## src/rtl/quad_agc_pkg.sv

```systemverilog
package quad_agc_pkg;

  typedef enum logic [2:0] {
    REG_FAST_LO = 3'd0,
    REG_SLOW_LO = 3'd1,
    REG_DEAD    = 3'd2,
    REG_SLOW_HI = 3'd3,
    REG_FAST_HI = 3'd4
  } region_e;

  localparam int STEP_W = 4;

  typedef struct packed {
    logic              stepEn;
    logic              stepUp;
    logic [STEP_W-1:0] stepSize;
  } step_cmd_t;

endpackage

```

## src/rtl/quad_agc_dp.sv

```systemverilog
module quad_agc_dp
  import quad_agc_pkg::*;
#(
  parameter int SAMPLE_W = 12,
  parameter int GAIN_W   = 8,
  parameter int SQ_W     = 2*SAMPLE_W+1
) (
  input  logic                       clk,
  input  logic                       rst,
  input  logic signed [SAMPLE_W-1:0] sinAmp,
  input  logic signed [SAMPLE_W-1:0] cosAmp,
  input  logic [SQ_W-1:0]            thrFastHi,
  input  logic [SQ_W-1:0]            thrSlowHi,
  input  logic [SQ_W-1:0]            thrSlowLo,
  input  logic [SQ_W-1:0]            thrFastLo,
  input  logic [SQ_W-1:0]            targetSq,
  input  logic [SQ_W-1:0]            targetWin,
  input  logic [GAIN_W-1:0]          initGain,
  input  step_cmd_t                  cmd,
  output region_e                    region,
  output logic                       inTarget,
  output logic                       aboveTarget,
  output logic [GAIN_W-1:0]          gainCode
);

  localparam int PROD_W = 2*SAMPLE_W;
  localparam logic [GAIN_W-1:0] GAIN_MAX = '1;

  logic signed [PROD_W-1:0] sinSq, cosSq;
  logic [SQ_W-1:0] magSq, distSq;
  logic [GAIN_W:0] upSum;
  logic [GAIN_W-1:0] stepExt;
  logic [GAIN_W-1:0] gainNext;

  // Sum of squares replaces the root of it; thresholds arrive pre-squared.
  assign sinSq = sinAmp * sinAmp;
  assign cosSq = cosAmp * cosAmp;
  assign magSq = SQ_W'($unsigned(sinSq)) + SQ_W'($unsigned(cosSq));

  always_comb begin
    if (magSq > thrFastHi)       region = REG_FAST_HI;
    else if (magSq > thrSlowHi)  region = REG_SLOW_HI;
    else if (magSq >= thrSlowLo) region = REG_DEAD;
    else if (magSq >= thrFastLo) region = REG_SLOW_LO;
    else                         region = REG_FAST_LO;
  end

  assign aboveTarget = magSq > targetSq;
  assign distSq      = aboveTarget ? (magSq - targetSq) : (targetSq - magSq);
  assign inTarget    = distSq <= targetWin;

  // Clamped step arithmetic on the shared gain code.
  assign stepExt = GAIN_W'(cmd.stepSize);
  assign upSum   = {1'b0, gainCode} + {1'b0, stepExt};

  always_comb begin
    gainNext = gainCode;
    if (cmd.stepEn) begin
      if (cmd.stepUp) gainNext = upSum[GAIN_W] ? GAIN_MAX : upSum[GAIN_W-1:0];
      else            gainNext = (gainCode < stepExt) ? '0 : gainCode - stepExt;
    end
  end

  always_ff @(posedge clk) begin
    if (rst) gainCode <= initGain;
    else     gainCode <= gainNext;
  end

  p_reset_load_r1: assert property (@(posedge clk)
    $past(rst) |-> gainCode == $past(initGain));

  p_no_wrap_top_r6: assert property (@(posedge clk) disable iff (rst)
    (gainCode == GAIN_MAX && cmd.stepEn && cmd.stepUp) |=> gainCode == GAIN_MAX);

  p_no_wrap_bottom_r6: assert property (@(posedge clk) disable iff (rst)
    (gainCode == '0 && cmd.stepEn && !cmd.stepUp) |=> gainCode == '0);

  p_step_limit_r5: assert property (@(posedge clk) disable iff (rst)
    !$past(rst) |-> ((gainCode >= $past(gainCode)) ?
                     (gainCode - $past(gainCode)) <= GAIN_W'(8) :
                     ($past(gainCode) - gainCode) <= GAIN_W'(8)));

endmodule

```

## src/rtl/quad_agc_ctl.sv

```systemverilog
module quad_agc_ctl
  import quad_agc_pkg::*;
#(
  parameter int CLK_MHZ        = 125,
  parameter int DIAG_NS        = 3200,
  parameter int FAST_NS        = 819200,
  parameter int SLOW_US        = 840000,
  parameter int FAST_STEP      = 4,
  parameter int DIAG_FAST_STEP = 8,
  parameter int SLOW_STEP      = 1
) (
  input  logic      clk,
  input  logic      rst,
  input  logic      diagPhase,
  input  region_e   region,
  input  logic      inTarget,
  input  logic      aboveTarget,
  output step_cmd_t cmd,
  output logic      regulating
);

  localparam int DIAG_RAW = (CLK_MHZ * DIAG_NS) / 1000;
  localparam int FAST_RAW = (CLK_MHZ * FAST_NS) / 1000;
  localparam int SLOW_RAW = CLK_MHZ * SLOW_US;
  localparam int DIAG_CYC = (DIAG_RAW < 1) ? 1 : DIAG_RAW;
  localparam int FAST_CYC = (FAST_RAW < 1) ? 1 : FAST_RAW;
  localparam int SLOW_CYC = (SLOW_RAW < 1) ? 1 : SLOW_RAW;
  localparam int A_MAX    = (DIAG_CYC > FAST_CYC) ? DIAG_CYC : FAST_CYC;
  localparam int CNT_A_W  = $clog2(A_MAX + 1);
  localparam int CNT_B_W  = $clog2(SLOW_CYC + 1);
  localparam logic [CNT_A_W-1:0] DIAG_LAST = CNT_A_W'(DIAG_CYC - 1);
  localparam logic [CNT_A_W-1:0] FAST_LAST = CNT_A_W'(FAST_CYC - 1);
  localparam logic [CNT_B_W-1:0] SLOW_LAST = CNT_B_W'(SLOW_CYC - 1);

  logic prevDiag, phaseChg;
  logic [CNT_A_W-1:0] cntA, lastA;
  logic [CNT_B_W-1:0] cntB;
  logic tickA, tickB, slowTick;

  assign phaseChg = diagPhase != prevDiag;
  assign lastA    = diagPhase ? DIAG_LAST : FAST_LAST;
  assign tickA    = !phaseChg && (cntA >= lastA);
  assign tickB    = !phaseChg && !diagPhase && (cntB >= SLOW_LAST);
  assign slowTick = diagPhase ? tickA : tickB;

  // Timer A paces settling steps and fast steps; timer B paces slow drift.
  always_ff @(posedge clk) begin
    if (rst) begin
      prevDiag <= diagPhase;
      cntA     <= '0;
      cntB     <= '0;
    end else begin
      prevDiag <= diagPhase;
      if (phaseChg || tickA) cntA <= '0;
      else                   cntA <= cntA + 1'b1;
      if (phaseChg || cntB >= SLOW_LAST) cntB <= '0;
      else                               cntB <= cntB + 1'b1;
    end
  end

  always_ff @(posedge clk) begin
    if (rst)                    regulating <= 1'b0;
    else if (inTarget)          regulating <= 1'b0;
    else if (region != REG_DEAD) regulating <= 1'b1;
  end

  always_comb begin
    cmd = '0;
    case (region)
      REG_FAST_HI, REG_FAST_LO: begin
        cmd.stepEn   = tickA;
        cmd.stepUp   = region == REG_FAST_LO;
        cmd.stepSize = diagPhase ? STEP_W'(DIAG_FAST_STEP) : STEP_W'(FAST_STEP);
      end
      REG_SLOW_HI, REG_SLOW_LO: begin
        cmd.stepEn   = slowTick;
        cmd.stepUp   = region == REG_SLOW_LO;
        cmd.stepSize = STEP_W'(SLOW_STEP);
      end
      REG_DEAD: begin
        cmd.stepEn   = slowTick && regulating && !inTarget;
        cmd.stepUp   = !aboveTarget;
        cmd.stepSize = STEP_W'(SLOW_STEP);
      end
      default: cmd = '0;
    endcase
  end

  p_clear_on_target_r7: assert property (@(posedge clk) disable iff (rst)
    inTarget |=> !regulating);

  p_set_outside_band_r7: assert property (@(posedge clk) disable iff (rst)
    (region != REG_DEAD && !inTarget) |=> regulating);

  p_phase_restart_r9: assert property (@(posedge clk) disable iff (rst)
    phaseChg |-> !cmd.stepEn);

  p_settle_period_r5: assert property (@(posedge clk) disable iff (rst)
    (diagPhase && cmd.stepEn) |-> cntA == DIAG_LAST);

endmodule

```

## src/rtl/quad_agc.sv

```systemverilog
module quad_agc
  import quad_agc_pkg::*;
#(
  parameter int SAMPLE_W = 12,
  parameter int GAIN_W   = 8,
  parameter int CLK_MHZ  = 125,
  parameter int DIAG_NS  = 3200,
  parameter int FAST_NS  = 819200,
  parameter int SLOW_US  = 840000
) (
  input  logic                              clk,
  input  logic                              rst,
  input  logic                              diagPhase,
  input  logic signed [SAMPLE_W-1:0]        sinAmp,
  input  logic signed [SAMPLE_W-1:0]        cosAmp,
  input  logic [2*SAMPLE_W:0]               thrFastHi,
  input  logic [2*SAMPLE_W:0]               thrSlowHi,
  input  logic [2*SAMPLE_W:0]               thrSlowLo,
  input  logic [2*SAMPLE_W:0]               thrFastLo,
  input  logic [2*SAMPLE_W:0]               targetSq,
  input  logic [2*SAMPLE_W:0]               targetWin,
  input  logic [GAIN_W-1:0]                 initGain,
  output logic [GAIN_W-1:0]                 gainCode,
  output logic                              regulating
);

  localparam int SQ_W = 2*SAMPLE_W + 1;

  region_e   region;
  logic      inTarget, aboveTarget;
  step_cmd_t cmd;

  quad_agc_dp #(.SAMPLE_W(SAMPLE_W), .GAIN_W(GAIN_W), .SQ_W(SQ_W)) u_dp (
    .clk(clk), .rst(rst), .sinAmp(sinAmp), .cosAmp(cosAmp),
    .thrFastHi(thrFastHi), .thrSlowHi(thrSlowHi), .thrSlowLo(thrSlowLo),
    .thrFastLo(thrFastLo), .targetSq(targetSq), .targetWin(targetWin),
    .initGain(initGain), .cmd(cmd), .region(region), .inTarget(inTarget),
    .aboveTarget(aboveTarget), .gainCode(gainCode)
  );

  quad_agc_ctl #(.CLK_MHZ(CLK_MHZ), .DIAG_NS(DIAG_NS), .FAST_NS(FAST_NS),
                 .SLOW_US(SLOW_US)) u_ctl (
    .clk(clk), .rst(rst), .diagPhase(diagPhase), .region(region),
    .inTarget(inTarget), .aboveTarget(aboveTarget), .cmd(cmd),
    .regulating(regulating)
  );

  p_quiet_hold_r8: assert property (@(posedge clk) disable iff (rst)
    (region == REG_DEAD && !regulating) |=> gainCode == $past(gainCode));

  p_slow_single_code_r4: assert property (@(posedge clk) disable iff (rst)
    (region == REG_SLOW_HI && !$past(rst)) |-> gainCode <= $past(gainCode) + 1'b0 + GAIN_W'(0) || $past(region) != REG_SLOW_HI);

endmodule

```

## config.mk

```make
export PLATFORM = sky130hd
export DESIGN_NAME = quad_agc
export DESIGN_NICKNAME = d
export VERILOG_FILES = /design/src/rtl/quad_agc_pkg.sv /design/src/rtl/quad_agc_dp.sv /design/src/rtl/quad_agc_ctl.sv /design/src/rtl/quad_agc.sv
export SDC_FILE = /design/constraint.sdc
export NUM_CORES = 1
export LEC_CHECK = 0
export CAP_MARGIN = 30
export CORE_ASPECT_RATIO = 0.7
export CORE_MARGIN = 8
export CORE_UTILIZATION = 40
export DETAILED_ROUTE_END_ITERATION = 6
export DONT_BUFFER_PORTS = 1
export HOLD_SLACK_MARGIN = 0.02
export PLACE_DENSITY = 0.66
export SLEW_MARGIN = 20
export SYNTH_ARGS = -nofsm -noshare
export SYNTH_HDL_FRONTEND = slang
export SYNTH_SLANG_ARGS = --single-unit
```

## constraint.sdc

```tcl
create_clock -name clk -period 12.7 [get_ports clk]
set_input_delay 1.905 -clock clk [delete_from_list [all_inputs] [get_ports clk]]
set_output_delay 1.905 -clock clk [all_outputs]
set_load 0.02 [all_outputs]
```

* Word-level counts from Yosys, hierarchy flattened
Cells that the tools add are included.
** Storage, ports and cells
- Bits in registers :: 54
- Input bits :: 185
- Output and inout port bits :: 9
- Word-level logic and storage cells :: 61
** Operators by class
- Add/sub/neg operators :: 7
- $mul :: 2
- Order comparisons :: 9
- Equality and inequality tests :: 6
- Muxes and demuxes :: 14
- Reductions and logical operators :: 18
** Operators by type and width (count)
- $gt A25 B25 Y1 :: 3
- $ge A25 B25 Y1 :: 2
- $sub A25 B25 Y25 :: 2
- $mul A12 B12 Y24 :: 2
- $mux W8 :: 5
- $add A27 B1 Y27 const B :: 1
- $ge A27 B27 Y1 const B :: 1
- $add A24 B24 Y25 :: 1
- $le A25 B25 Y1 :: 1
- $mux W25 :: 1
- $pmux W6 S3 :: 1
- $add A17 B1 Y17 const B :: 1
- $ge A17 B17 Y1 :: 1
- $mux W17 :: 1
- $reduce_or A2 Y1 :: 5
- $add A8 B4 Y9 :: 1
- $mux W3 :: 3
- $lt A8 B4 Y1 :: 1
- $sub A8 B4 Y8 :: 1
- $eq A3 B2 Y1 const B :: 2
- $logic_and A1 B1 Y1 :: 5
- $logic_not A1 Y1 :: 4
- $mux W4 :: 1
- $eq A3 B1 Y1 const B :: 1
- 7 further kinds :: 9

* Depth between registers and ports, before layout
Gate-level depths: netlist (run 1).
- Depth after elaboration :: 15
- Mapped depth :: 52
- Depth with buffers taken out :: 50

* Cells and area by module
Synthesis (run 1) repeated with hierarchy kept, for this count alone.
** Second synthesis, totals
- Cells, all modules :: 2387
- Area total of the unflattened synthesis :: 19673.9 um2
** Modules (own cells, without submodules)
- quad_agc_dp :: instances 1, cells each 2128, area an instance 17413.0 um2, seq. area each 240.2 um2
- quad_agc_ctl :: instances 1, cells each 259, area an instance 2260.9 um2, seq. area each 920.9 um2

* Worst setup path after synthesis (run 1)
OpenSTA, ideal clock, no wires.
- Kind :: in2reg
- From :: input sinAmp[8]
- To :: register u_dp.gainCode[0] (enable)
- Setup time :: 0.287 ns
- Data arrival time :: 12.887 ns
- Required time :: 12.413 ns
- Path slack :: -0.474 ns
- Cell stages on the path :: 51
- Buffers on the path :: 5
- Cell sequence :: clkbuf_1 > inv_1 > nor2_1 > inv_1 > fa_1 > inv_1 > fa_1 > inv_1 > fa_1 > inv_1 > fa_1 > inv_1 > fa_1 > inv_1 > ha_1 > a21oi_1 > o21ai_0 > a211oi_1 > [... 15 more ...] > and3_1 > a22oi_1 > buf_2 > buf_2 > buf_1 > mux2_2 > ha_1 > nor2b_1 > o21a_1 > o21a_1 > o21a_1 > o21a_1 > o21bai_1 > a21oi_1 > o221a_2 > a221oi_1 > nor4bb_1 > a221o_1
** Between the ends
- Word-level cells in the longest chain between the ends :: 11
- Elaborated cells between the ends (all ways) :: 26
- Those cells by class :: add/sub (3); mul (1); order compare (6); eq/ne (4); mux (6); reduce/logical (6)
** RTL lines
- start: declaration :: RTL line quad_agc.sv:14 : input logic signed [SAMPLE_W-1:0] sinAmp,
- $mul A12 B12 Y24 * :: RTL line quad_agc_dp.sv:36 : assign sinSq = sinAmp * sinAmp;
- $add A24 B24 Y25 * :: RTL line quad_agc_dp.sv:38 : assign magSq = SQ_W'($unsigned(sinSq)) + SQ_W'($unsigned(cosSq));
- parallel branches: the longest is 7 deep, another holds $sub A25 B25 Y25
- $pmux W6 S3 * :: RTL line quad_agc_ctl.sv:69 : case (region)
- $reduce_bool A2 Y1 (no line) *
- end signal: assignment :: RTL line quad_agc_dp.sv:65 : if (rst) gainCode <= initGain;
- end signal: assignment :: RTL line quad_agc_dp.sv:66 : else gainCode <= gainNext;
- end: declaration :: RTL line quad_agc_dp.sv:23 : output logic [GAIN_W-1:0] gainCode
Every way passes the cells marked *.
A chain may end at the register's enable or synchronous reset.

* Final worst setup path (run 1)
- From :: input cosAmp[1]
- To :: register u_dp.gainCode[6] (enable)
** Between the ends
- Word-level cells in the longest chain between the ends :: 11
- Elaborated cells between the ends (all ways) :: 26
- Those cells by class :: add/sub (3); mul (1); order compare (6); eq/ne (4); mux (6); reduce/logical (6)
** RTL lines
- start: declaration :: RTL line quad_agc.sv:15 : input logic signed [SAMPLE_W-1:0] cosAmp,
- $mul A12 B12 Y24 * :: RTL line quad_agc_dp.sv:37 : assign cosSq = cosAmp * cosAmp;
- $add A24 B24 Y25 * :: RTL line quad_agc_dp.sv:38
- parallel branches: the longest is 7 deep, another holds $sub A25 B25 Y25
- $pmux W6 S3 * :: RTL line quad_agc_ctl.sv:69
- $reduce_bool A2 Y1 (no line) *
Marks and branches as above.

==> results.md, run 1 <==
* Data arrival, critical path at approximately 12000 ps
* Kind of critical path: primary input to flip-flop
* Syn Area/Cell at a little over 8 um2
* Crit Path Max Fanout at 13
* Top delay family on crit path: compound AO/OA/AOI/OAI gates
* Most common cell after layout, fill and taps aside: inv_1
* Synth Area in Adders at between 40% and 50%
* Largest family of logic cells by synthesized area: adder cells
* Clk_skew at slightly below 7 ps
* Die area at 56400 um2
* Sequential-to-total area share from yosys stat at 5.93%
* Post-synthesis compound-gate area fraction at 14.1%
* Cell Area, Synth at 19600 um2
* Hold Path Class: flip-flop to flip-flop
* Final min period at 12210 ps
* Fraction of layout instances using a drive strength above 1 at between 9 and 10%
* Antenna violations before repair at 5
* Final WL at 58800 um
* DRC viols at 0
* Synthesis-to-layout area growth at 10.8%
* Final worst-path cycle share at 96.2%
* CTS tree: yes
* DR WL met2 at ~27000 um
* Die height at ~200 um
* Mux share of post-synthesis cell area at 1.14%
* Via density at 5.27
* GRT overflow at 0
* Status: complete, no violations
* Layout Cells excl Fill at 3146
* Buf/Inv on CP at 9
* CP required at 12730 ps
* First-pass GRT wire length at 92600 um
* Wl on met1 at 26400 um
* Async S/R FF share, synth at 0%
* Synth Area in Simple Gates at 14.5%
* FF+latch count, synth at 54
* GPL Wtd Cong at 0.977
* CP peak stage delay at 550 ps
* Final Setup Violations at 0
* Post-DP HPWL at 52500 um
* CP max-delay cell: fa_1
* Worst-path clk slew at roughly 70 ps
* Starting DRC count in detailed routing at 971
* Total GRT Usage at 20.4%
* Worst Setup End Kind: flip-flop
* TritonCTS Buffers at 5
* Vias after detailed routing at 16594
* Worst slew margin at 47.0%
* Placed insts at 3123
* Largest net degree at the start of global routing at 28
* Initial Utilization at 40.7%
* Top sig layer: met5
* Core Util, Final at 45.1%
* CP dominant cell by count: buf_4
* Hold buffers post-CTS at 0
* Final Max Tran Viols at 0
* Clock Sinks at 54
* Synth Instances at 2407
* Chip width at 280 um
* Detail Route Antenna Nets at 0
* Pre-CTS setup slack at -263 ps
* Met3 WL at roughly 4000 um
* Clk buf depth at 2
* Buffers on Ports at 0
* Clock latency on the worst-skew pair at 300 ps
* Max cap viols at 0
* Core area at 48100 um2
* Fmax at 81.9 MHz
* Nets at 3245
* CP Launch Type: primary input
* XOR/XNOR Fraction of Synth Area at 6.13%
* Vias in the first global route at approximately 17000
* H-Tree Depth at 2
* Most frequent cells in the layout: inv_1 (567), ha_1 (314), fa_1 (246)
* CTS root buffer: clkbuf_16
* First-pass iteration count of the detailed router at 7
* Synthesized net count at 3164
* Post-synth EDFFs at 8
* I/O Pins at 194
* Cell variety after synth at 85
* Final hold violations at 0
* Std cell rows at 67
* Post-detailed-route wirelength per cell at 18.7 um
* Warnings, synthesis at 0
* Ys flop type: dfxtp_1
* Tightest Pin Transition at 792 ps
* Final worst slack at 485 ps
-- path summary, 6_finish.rpt --
kind / from / to / slack, ps / depth (start not counted)
worst max-delay path: cosAmp[1] / u_dp.gainCode[6]$_DFFE_PP_ / 490 / 47
worst min-delay path: u_ctl.cntA[0]$_SDFF_PP0_ / u_ctl.cntA[0]$_SDFF_PP0_ / 480 / 1
worst max register to register: u_dp.gainCode[2]$_DFFE_PP_ / u_dp.gainCode[7]$_DFFE_PP_ / 9860 / 11
worst min register to register: u_ctl.cntA[0]$_SDFF_PP0_ / u_ctl.cntA[0]$_SDFF_PP0_ / 480 / 1
-- sequential cells by signal, indices dropped and copies added, names as in the netlist --
register / count
u_ctl.cntA: 17
u_ctl.cntB: 27
u_ctl.prevDiag: 1
u_ctl.regulating: 1
u_dp.gainCode: 8
-- worst reg2reg max path: stages (launching register included) --
cell and delay, ps:
edfxtp_1 560, ha_1 430, inv_1 100, a31oi_1 290
nor2_1 80, o21ai_0 340, inv_1 120, and3_1 210
nand3_1 70, o21ai_0 80, mux2_1 310, o21ai_1 110
-- area by class of cell --
cell class	count	area [um2]
inverters	574	2170
well taps	655	820
clock buffers	8	166
multi-input cells	1727	16400
fillers	4757	26400
diodes	2	5.00
flip-flops and latches	54	1160
repair buffers	126	958
-- per-layer routing --
layer	track usage, %	up-vias
met5	0	-
met4	5.02	2
met3	3.02	79
met2	33.5	492
met1	27.9	8100
li1	-	7921
-- what timing repair did --
action / in CTS / in global routing
setup endpoints to repair: 0 / 17
buffers inserted: 0 / 10
gates resized for setup: 0 / 86
-- through the flow --
stage / setup TNS [ps] / hold WS [ps] / area, um2
after floorplan: 0 / 430 / 19600
after global placement: 0 / 439 / 21000
after detailed placement: -2100 / 477 / 21000
after CTS: 0 / 493 / 21200
after global routing: -292 / 504 / 21700
final: 0 / 481 / 21700
-- cell usage after synthesis, types with 19 or more instances --
master    count  area, um2
a21o_1       62        465
a21oi_1     119        596
and2_1       70        438
and3_1       19        119
clkbuf_1     39        146
dfxtp_1      46        921
fa_1        248       4960
ha_1        324       4050
inv_1       571       2140
nand2_1     130        488
nand3_1      39        195
nand4_1      35        219
nor2_1      189        709
nor3_1       28        140
o21ai_0      65        325
o21bai_1     23        173
xnor2_1      87        762
xor2_1       50        438
-- kinds of logic (layout without fill, tap and decap cells) --
group	after synthesis	in the layout
buffers and inverters	626	708
and+or+nand+nor	582	582
adders and majority gates	573	573
AOI/OAI and AO/OA	415	415
xor gates and xnor gates	137	137
DFF	54	54
muxes	20	20
other	0	2
Power of run 1 is not shown: default switching activity piles up to over one toggle a cycle in this logic, so the estimate is an artifact.
==> run 2: changes to the inputs <==
--- a/config.mk
+++ b/config.mk
@@ -5,6 +5,7 @@
 export SDC_FILE = /design/constraint.sdc
 export NUM_CORES = 1
 export LEC_CHECK = 0
+export ABC_AREA = 1
 export CAP_MARGIN = 30
 export CORE_ASPECT_RATIO = 0.7
 export CORE_MARGIN = 8
==> run 2 against run 1 <==
Compared with the run above: via count increased by 5.5%; maximum frequency increased by 2.0%; wire length decreased by 6.6%; first-iteration DRC count increased by 37%; worst hold slack got worse by 22 ps; utilization decreased by 2.2 points; cell count increased by 13%; clock skew decreased by 2.3 ps; sequential share of layout area about the same; area after synthesis increased by 5.1%; non-clock buffer count decreased by 99; critical path depth increased by 9; largest cell class unchanged; highest routed layer is now met4.
==> results.md, run 2 <==
* Status: complete, no violations
* Ys flop type: dfxtp_1
* Chip width at 287 um (+2.4%)
* Worst slew margin at 59.5% (+12 points)
* Fraction of layout instances using a drive strength above 1 at 3.92% (-5.3 points)
* Starting DRC count in detailed routing at 1329 (+37%)
* Synth top cells by count: inv_1 (845), nand2_1 (490), ha_1 (324)
* Clk_skew at 4.50 ps (-2.33 ps)
* CTS tree: yes
* Largest Register: u_ctl.cntB
* Top delay family on crit path: simple AND/OR/NAND/NOR gates
* Synthesis-to-layout area growth at 5.75%
* I/O Pins at 194 (unchanged)
* Nets at 3642 (+12%)
* CP max-delay cell: fa_1
* Final Max Tran Viols at 0 (unchanged)
* Cell variety after synth at 58 (-32%)
* Std cell rows at 69 (+3.0%)
* Async S/R FF share, synth at 0% (unchanged)
* CP dominant cell by count: nand2_1
* H-Tree Depth at 2 (unchanged)
* Core Util, Final at 42.9% (-2.2 points)
* Area share of the largest cell type after synthesis at 24.1% (-1.2 points)
* Warnings, synthesis at 0 (unchanged)
* Final worst-path cycle share at 94.3% (-1.9 points)
* GPL Wtd Cong at 0.981 (+0.36%)
* Final Setup Violations at 0 (unchanged)
* DRC viols at 0 (unchanged)
* First-pass iteration count of the detailed router at 5 (-2)
* Largest net degree at the start of global routing at 28 (unchanged)
* Area contributors post-synth: fa_1 (24%), ha_1 (20%), inv_1 (15%), nand2_1 (8.9%), a21oi_1 (4.9%)
* Buf/Inv on CP at 11 (+2)
* Most frequent cell after synthesis: inv_1
* N_diodes at 0 (-2)
* Post-synth EDFFs at 8 (unchanged)
* Core area at 50800 um2 (+5.5%)
* TritonCTS Buffers at 5 (unchanged)
* Synthesized net count at 3641 (+15%)
* Data arrival, critical path at 12140 ps (-100 ps)
* Hold Path Class: flip-flop to flip-flop
* Sequential-to-total area share from yosys stat at 5.64% (-0.29 points)
* CP peak stage delay at 540 ps (about the same)
* Clk buf depth at 2 (unchanged)
* CTS root buffer: clkbuf_16
* Syn Area/Cell at 7.13 um2 (-12%)
* Buffers on Ports at 0 (unchanged)
* TNS Setup at 0 ps (unchanged)
* GRT overflow at 0 (unchanged)
* Worst-path clk slew at 70 ps (about the same)
* Synth Instances at 2884 (+20%)
* Tightest Pin Transition at 608 ps (-184 ps)
* CP required at 12860 ps (+130 ps)
* Post-detailed-route wirelength per cell at 15.4 um (-17%)
* Hold buffers post-CTS at 0 (unchanged)
* Initial Utilization at 40.5% (-0.14 points)
* Total GRT Usage at 18.5% (-1.9 points)
* First-pass GRT wire length at 89700 um (-3.2%)
* Worst Setup End Kind: flip-flop
* Detail Route Antenna Nets at 0 (unchanged)
* Max cap viols at 0 (unchanged)
* Die area at 59100 um2 (+4.8%)
* Number of flip-flops in the largest register at 27 (unchanged)
* Die height at 206 um (+2.3%)
* Biggest regs: u_ctl.cntB (27), u_ctl.cntA (17), u_dp.gainCode (8)
* Final hold violations at 0 (unchanged)
* Final WL at 54900 um (-6.6%)
* Clock Sinks at 54 (unchanged)
* Yosys top cell by area: fa_1
* Fmax at 83.5 MHz (+2.0%)
* Vias after detailed routing at 17506 (+5.5%)
* FF+latch count, synth at 54 (unchanged)
* Clock latency on the worst-skew pair at 290 ps (about the same)
* Vias in the first global route at 17425 (+0.41%)
* Hold WS at 459 ps (-21.9 ps)
* Post-DP HPWL at 49500 um (-5.5%)
* Final min period at 11980 ps (-237 ps)
* Cell Area, Synth at 20600 um2 (+5.1%)
* Kind of critical path: primary input to flip-flop
* Antenna violations before repair at 0 (-5)
* CP Launch Type: primary input
* Crit Path Max Fanout at 16 (+3)
* Via density at 4.92 (-6.8%)
* Most frequent cells in the layout: inv_1 (845), nand2_1 (490), ha_1 (323)
* Most common cell after layout, fill and taps aside: inv_1
==> run 2: per-stage QoR <==
stage	setup slack, ps	instances	cell area (um2)
finish	722	3560	21800
global route	-7.14	3560	21800
CTS	175	3559	21700
detailed placement	-87.5	3551	21500
global placement	-84.5	3551	21500
floorplan	1280	2884	20600
==> run 2: cell families (layout without fill, tap and decap cells) <==
kind of cell	after synthesis	after routing	synth area share, %
compound gates	376	376	10.2
xor+xnor	110	110	4.68
fa+ha+maj	572	572	43.8
buf+inv	889	891	16.3
flops	54	54	5.64
mux	2	2	0.0973
simple gates	881	881	19.3
==> run 2: timing repair <==
action | 4_1_cts | 5_1_grt
setup buffers | 0 | 1
endpoints found under the setup margin | 0 | 17
hold endpoints to repair | 0 | 0
gates resized for setup | 0 | 16
==> run 2: final cells by class <==
class                      count  area [um2]
fill                        5345       29000
multi-input combinational   1941       16100
inverter                     856        3220
sequential                    54        1160
tap                          674         843
timing repair buffer          27         203
clock buffer                   5         125
clock inverter                 3        63.8
==> run 2: final timing paths <==
| path | start | end | slack, ps | depth (start not counted) |
|---|---|---|---|---|
| max | sinAmp[11] | u_dp.gainCode[5]$_DFFE_PP_ | 720 | 56 |
| min | u_ctl.cntB[0]$_SDFF_PP0_ | u_ctl.cntB[0]$_SDFF_PP0_ | 460 | 1 |
| max reg2reg | u_dp.gainCode[2]$_DFFE_PP_ | u_dp.gainCode[5]$_DFFE_PP_ | 10160 | 14 |
| min reg2reg | u_ctl.cntB[0]$_SDFF_PP0_ | u_ctl.cntB[0]$_SDFF_PP0_ | 460 | 1 |
==> run 2: per-layer routing <==
metal  global-route usage [%]  vias to the layer above  wire, um
met2                     29.6                      547     23100
met3                     2.46                       44      3970
met1                     27.0                     8075     27000
met5                        0                        -         0
li1                         -                     8840         -
met4                     2.53                        0       831
Power of run 2 is left out for the same reason.
==> run 3: changes to the inputs <==
--- a/config.mk
+++ b/config.mk
@@ -17,4 +17,5 @@
 export SLEW_MARGIN = 20
 export SYNTH_ARGS = -nofsm -noshare
 export SYNTH_HDL_FRONTEND = slang
+export SYNTH_HIERARCHICAL = 1
 export SYNTH_SLANG_ARGS = --single-unit
==> run 3 against run 2 <==
Compared with the run above: area after synthesis up 9.4%; synthesized cell count increased by 18%; critical path depth fell by 5; critical path type unchanged; critical endpoint is now u_dp/gainCode[7]$_DFFE_PP_.
==> results.md, run 3 <==
* CTS root buffer: clkbuf_16
* GPL Wtd Cong at 1.00 (+2.5%)
* FF+latch count, synth at 54 (unchanged)
* TritonCTS Buffers at 5 (unchanged)
* CP required at 12730 ps (-130 ps)
* Warnings, synthesis at 6 (+6)
* Number of flip-flops in the largest register at 27 (unchanged)
* CP peak stage delay at 560 ps (+20 ps)
* Initial Utilization at 40.6% (+0.079 points)
* Worst R2R Start: u_dp/gainCode[0]$_DFFE_PP_
* Chip width at 299 um (+4.3%)
* Status: complete, no violations
* Nets at 4148 (+14%)
* Post-detailed-route wirelength per cell at 15.8 um (+2.2%)
* TNS Setup at 0 ps (unchanged)
* Kind of critical path: primary input to flip-flop
* # fillers at 5923 (+11%)
* Vias in the first global route at 19436 (+12%)
* Area contributors post-synth: fa_1 (22%), ha_1 (18%), inv_1 (16%), nand2_1 (14%), dfxtp_1 (4.1%)
* Sequential-to-total area share from yosys stat at 5.16% (-0.48 points)
* First-pass iteration count of the detailed router at 6 (+1)
* Synthesis-to-layout area growth at 4.48%
* Worst R2R End: u_dp/gainCode[3]$_DFFE_PP_
* Crit path depth at 51 (-8.9%)
* Fmax at 83.9 MHz (+0.51%)
* Total GRT Usage at 19.9% (+1.4 points)
* Worst slew margin at 48.5% (-11 points)
* Worst Hold Launch: u_ctl/cntA[0]$_SDFF_PP0_
* Buffers on Ports at 0 (unchanged)
* Starting DRC count in detailed routing at 1800 (+35%)
* RSZ-0062 raised after global routing: no
* CP max-delay cell: fa_1
* Area share of the largest cell type after synthesis at 22.3% (-1.8 points)
* Data arrival, critical path at 11950 ps (-190 ps)
* Top delay family on crit path: adder cells
* Synth Instances at 3404 (+18%)
* Reg2reg setup slack at 10090 ps (-70 ps)
* Die height at 214 um (+4.2%)
* CP Launch Type: primary input
* Sequential cell area at 1160 um2 (unchanged)
* I/O Pins at 194 (unchanged)
* CTS tree: yes
* Yosys top cell by area: fa_1
* Syn Area/Cell at 6.61 um2 (-7.4%)
* Fraction of layout instances using a drive strength above 1 at 2.84% (-1.1 points)
* Most common cell after layout, fill and taps aside: inv_1
* Std cell rows at 72 (+4.3%)
* Post-DP HPWL at 57900 um (+17%)
* Synthesized net count at 4170 (+15%)
* Cell variety after synth at 52 (-10%)
* Core area at 55400 um2 (+9.1%)
* Post-synth EDFFs at 8 (unchanged)
* Async S/R FF share, synth at 0% (unchanged)
* Final Setup Violations at 0 (unchanged)
* Worst Setup End Kind: flip-flop
* Clk buf depth at 2 (unchanged)
* Hold Path Class: flip-flop to flip-flop
* Die area at 64200 um2 (+8.7%)
* Area of the multi-input gates at 17600 um2 (+9.1%)
* CP endpoint: u_dp/gainCode[7]$_DFFE_PP_
* Cell Area, Synth at 22500 um2 (+9.4%)
* H-Tree Depth at 2 (unchanged)
* CP startpoint: cosAmp[3]
* Biggest regs: u_ctl/cntB (27), u_ctl/cntA (17), u_dp/gainCode (8)
* Clk_skew at 11.0 ps (+6.47 ps)
* Final Max Tran Viols at 0 (unchanged)
* Crit Path Max Fanout at 13 (-3)
* Largest Register: u_ctl/cntB
* Clock Sinks at 54 (unchanged)
* Final worst-path cycle share at 93.8% (-0.48 points)
* Final hold violations at 0 (unchanged)
* Worst-path clk slew at 70 ps (about the same)
* Buf/Inv on CP at 10 (-1)
* Final WL at 65100 um (+18%)
* DRC viols at 0 (unchanged)
* Largest net degree at the start of global routing at 28 (unchanged)
* Reg2Reg Depth at 14 (unchanged)
* Detail Route Antenna Nets at 0 (unchanged)
* Synth top cells by count: inv_1 (936), nand2_1 (861), ha_1 (330)
* Via density at 4.87 (-0.92%)
* Most frequent cell after synthesis: inv_1
* Clock latency on the worst-skew pair at 300 ps (about the same)
* Final min period at 11920 ps (-60.6 ps)
* Max cap viols at 0 (unchanged)
* Vias after detailed routing at 20112 (+15%)
* CP dominant cell by count: nand2_1
* GRT overflow at 0 (unchanged)
* Tightest Pin Transition at 770 ps (+162 ps)
* First-pass GRT wire length at 104000 um (+16%)
* Antenna violations before repair at 8 (+8)
* Ys flop type: dfxtp_1
* Most frequent cells in the layout: inv_1 (936), nand2_1 (861), ha_1 (325)
==> run 3: cell types whose count changed in the layout (fill, tap and decap cells not counted), moves of 19 or more <==
cell / before / now
a21oi_1: 200 / 172
nand2_1: 490 / 861
inv_1: 845 / 936
nand3_1: 70 / 117
nor2_2: 8 / 27
nor2_1: 154 / 232
==> run 3: area by class of cell <==
| class | instances | share of cell area, % |
|---|---|---|
| well taps | 740 | 3.94 |
| flip-flops and latches | 54 | 4.94 |
| clock buffers | 5 | 0.532 |
| repair buffers | 15 | 0.511 |
| inverters | 941 | 15.0 |
| clock inverters | 3 | 0.101 |
| multi-input cells | 2365 | 74.9 |
| diodes | 5 | 0.0532 |
==> run 3: cells by family (layout without fill, tap and decap cells) <==
| family | Yosys count | count (layout) | share of synthesized area (%) |
|---|---|---|---|
| other cells | 1 | 6 | 0.0167 |
| fa+ha+maj | 581 | 581 | 40.7 |
| simple gates | 1367 | 1368 | 25.5 |
| buf+inv | 986 | 964 | 16.8 |
| flops | 54 | 54 | 5.16 |
| compound gates | 286 | 286 | 6.86 |
| xor+xnor | 129 | 129 | 5.02 |
==> run 3: what timing repair did <==
item                                    CTS  global route
endpoints found under the setup margin    0            10
setup buffers                             0             2
hold buffers                              0             0
gates resized for setup                   0            13
==> run 3: worst min-delay path by stage <==
stage | endpoint | slack [ps] | depth (start not counted)
final | u_ctl/cntA[0]$_SDFF_PP0_ | 450 | 1
after global placement | u_ctl/cntA[0]$_SDFF_PP0_ | 430 | 1
after detailed placement | u_ctl/cntA[0]$_SDFF_PP0_ | 430 | 1
after CTS | u_ctl/cntA[0]$_SDFF_PP0_ | 450 | 1
after floorplan | u_ctl/cntA[0]$_SDFF_PP0_ | 420 | 1
after global routing | u_ctl/cntA[0]$_SDFF_PP0_ | 520 | 1
==> run 3: per-stage QoR <==
| step | worst slack, ps | area (um2) | std cells | hold WS (ps) | utilization [%] |
|---|---|---|---|---|---|
| 2_1_floorplan | 1650 | 22500 | 3404 | 418 | - |
| 3_3_place_gp | 362 | 23300 | 4111 | 430 | 42.0 |
| 6_report | 783 | 23500 | 4128 | 455 | 42.4 |
| 3_5_place_dp | 221 | 23300 | 4111 | 434 | 42.0 |
| 5_1_grt | 15.1 | 23500 | 4126 | 516 | 42.4 |
| 4_1_cts | 507 | 23400 | 4119 | 452 | 42.3 |
==> run 3: layer usage <==
layer / share of wire [%] / routed length (um) / global-route usage [%]
met1: 50 / 32700 / 30.5
met2: 38 / 24700 / 27.9
met3: 10 / 6670 / 5.24
met4: 1.4 / 931 / 3.16
met5: 0.052 / 34 / 0
==> run 3: worst reg2reg max path, delay by kind of cell, from the launching register on <==
family	cells	cell delay, ps
buffers and inverters	4	320
adders and majority gates	2	510
DFF	1	540
AOI/OAI and AO/OA	2	400
and+or+nand+nor	6	590
Power of run 3 is left out for the same reason.
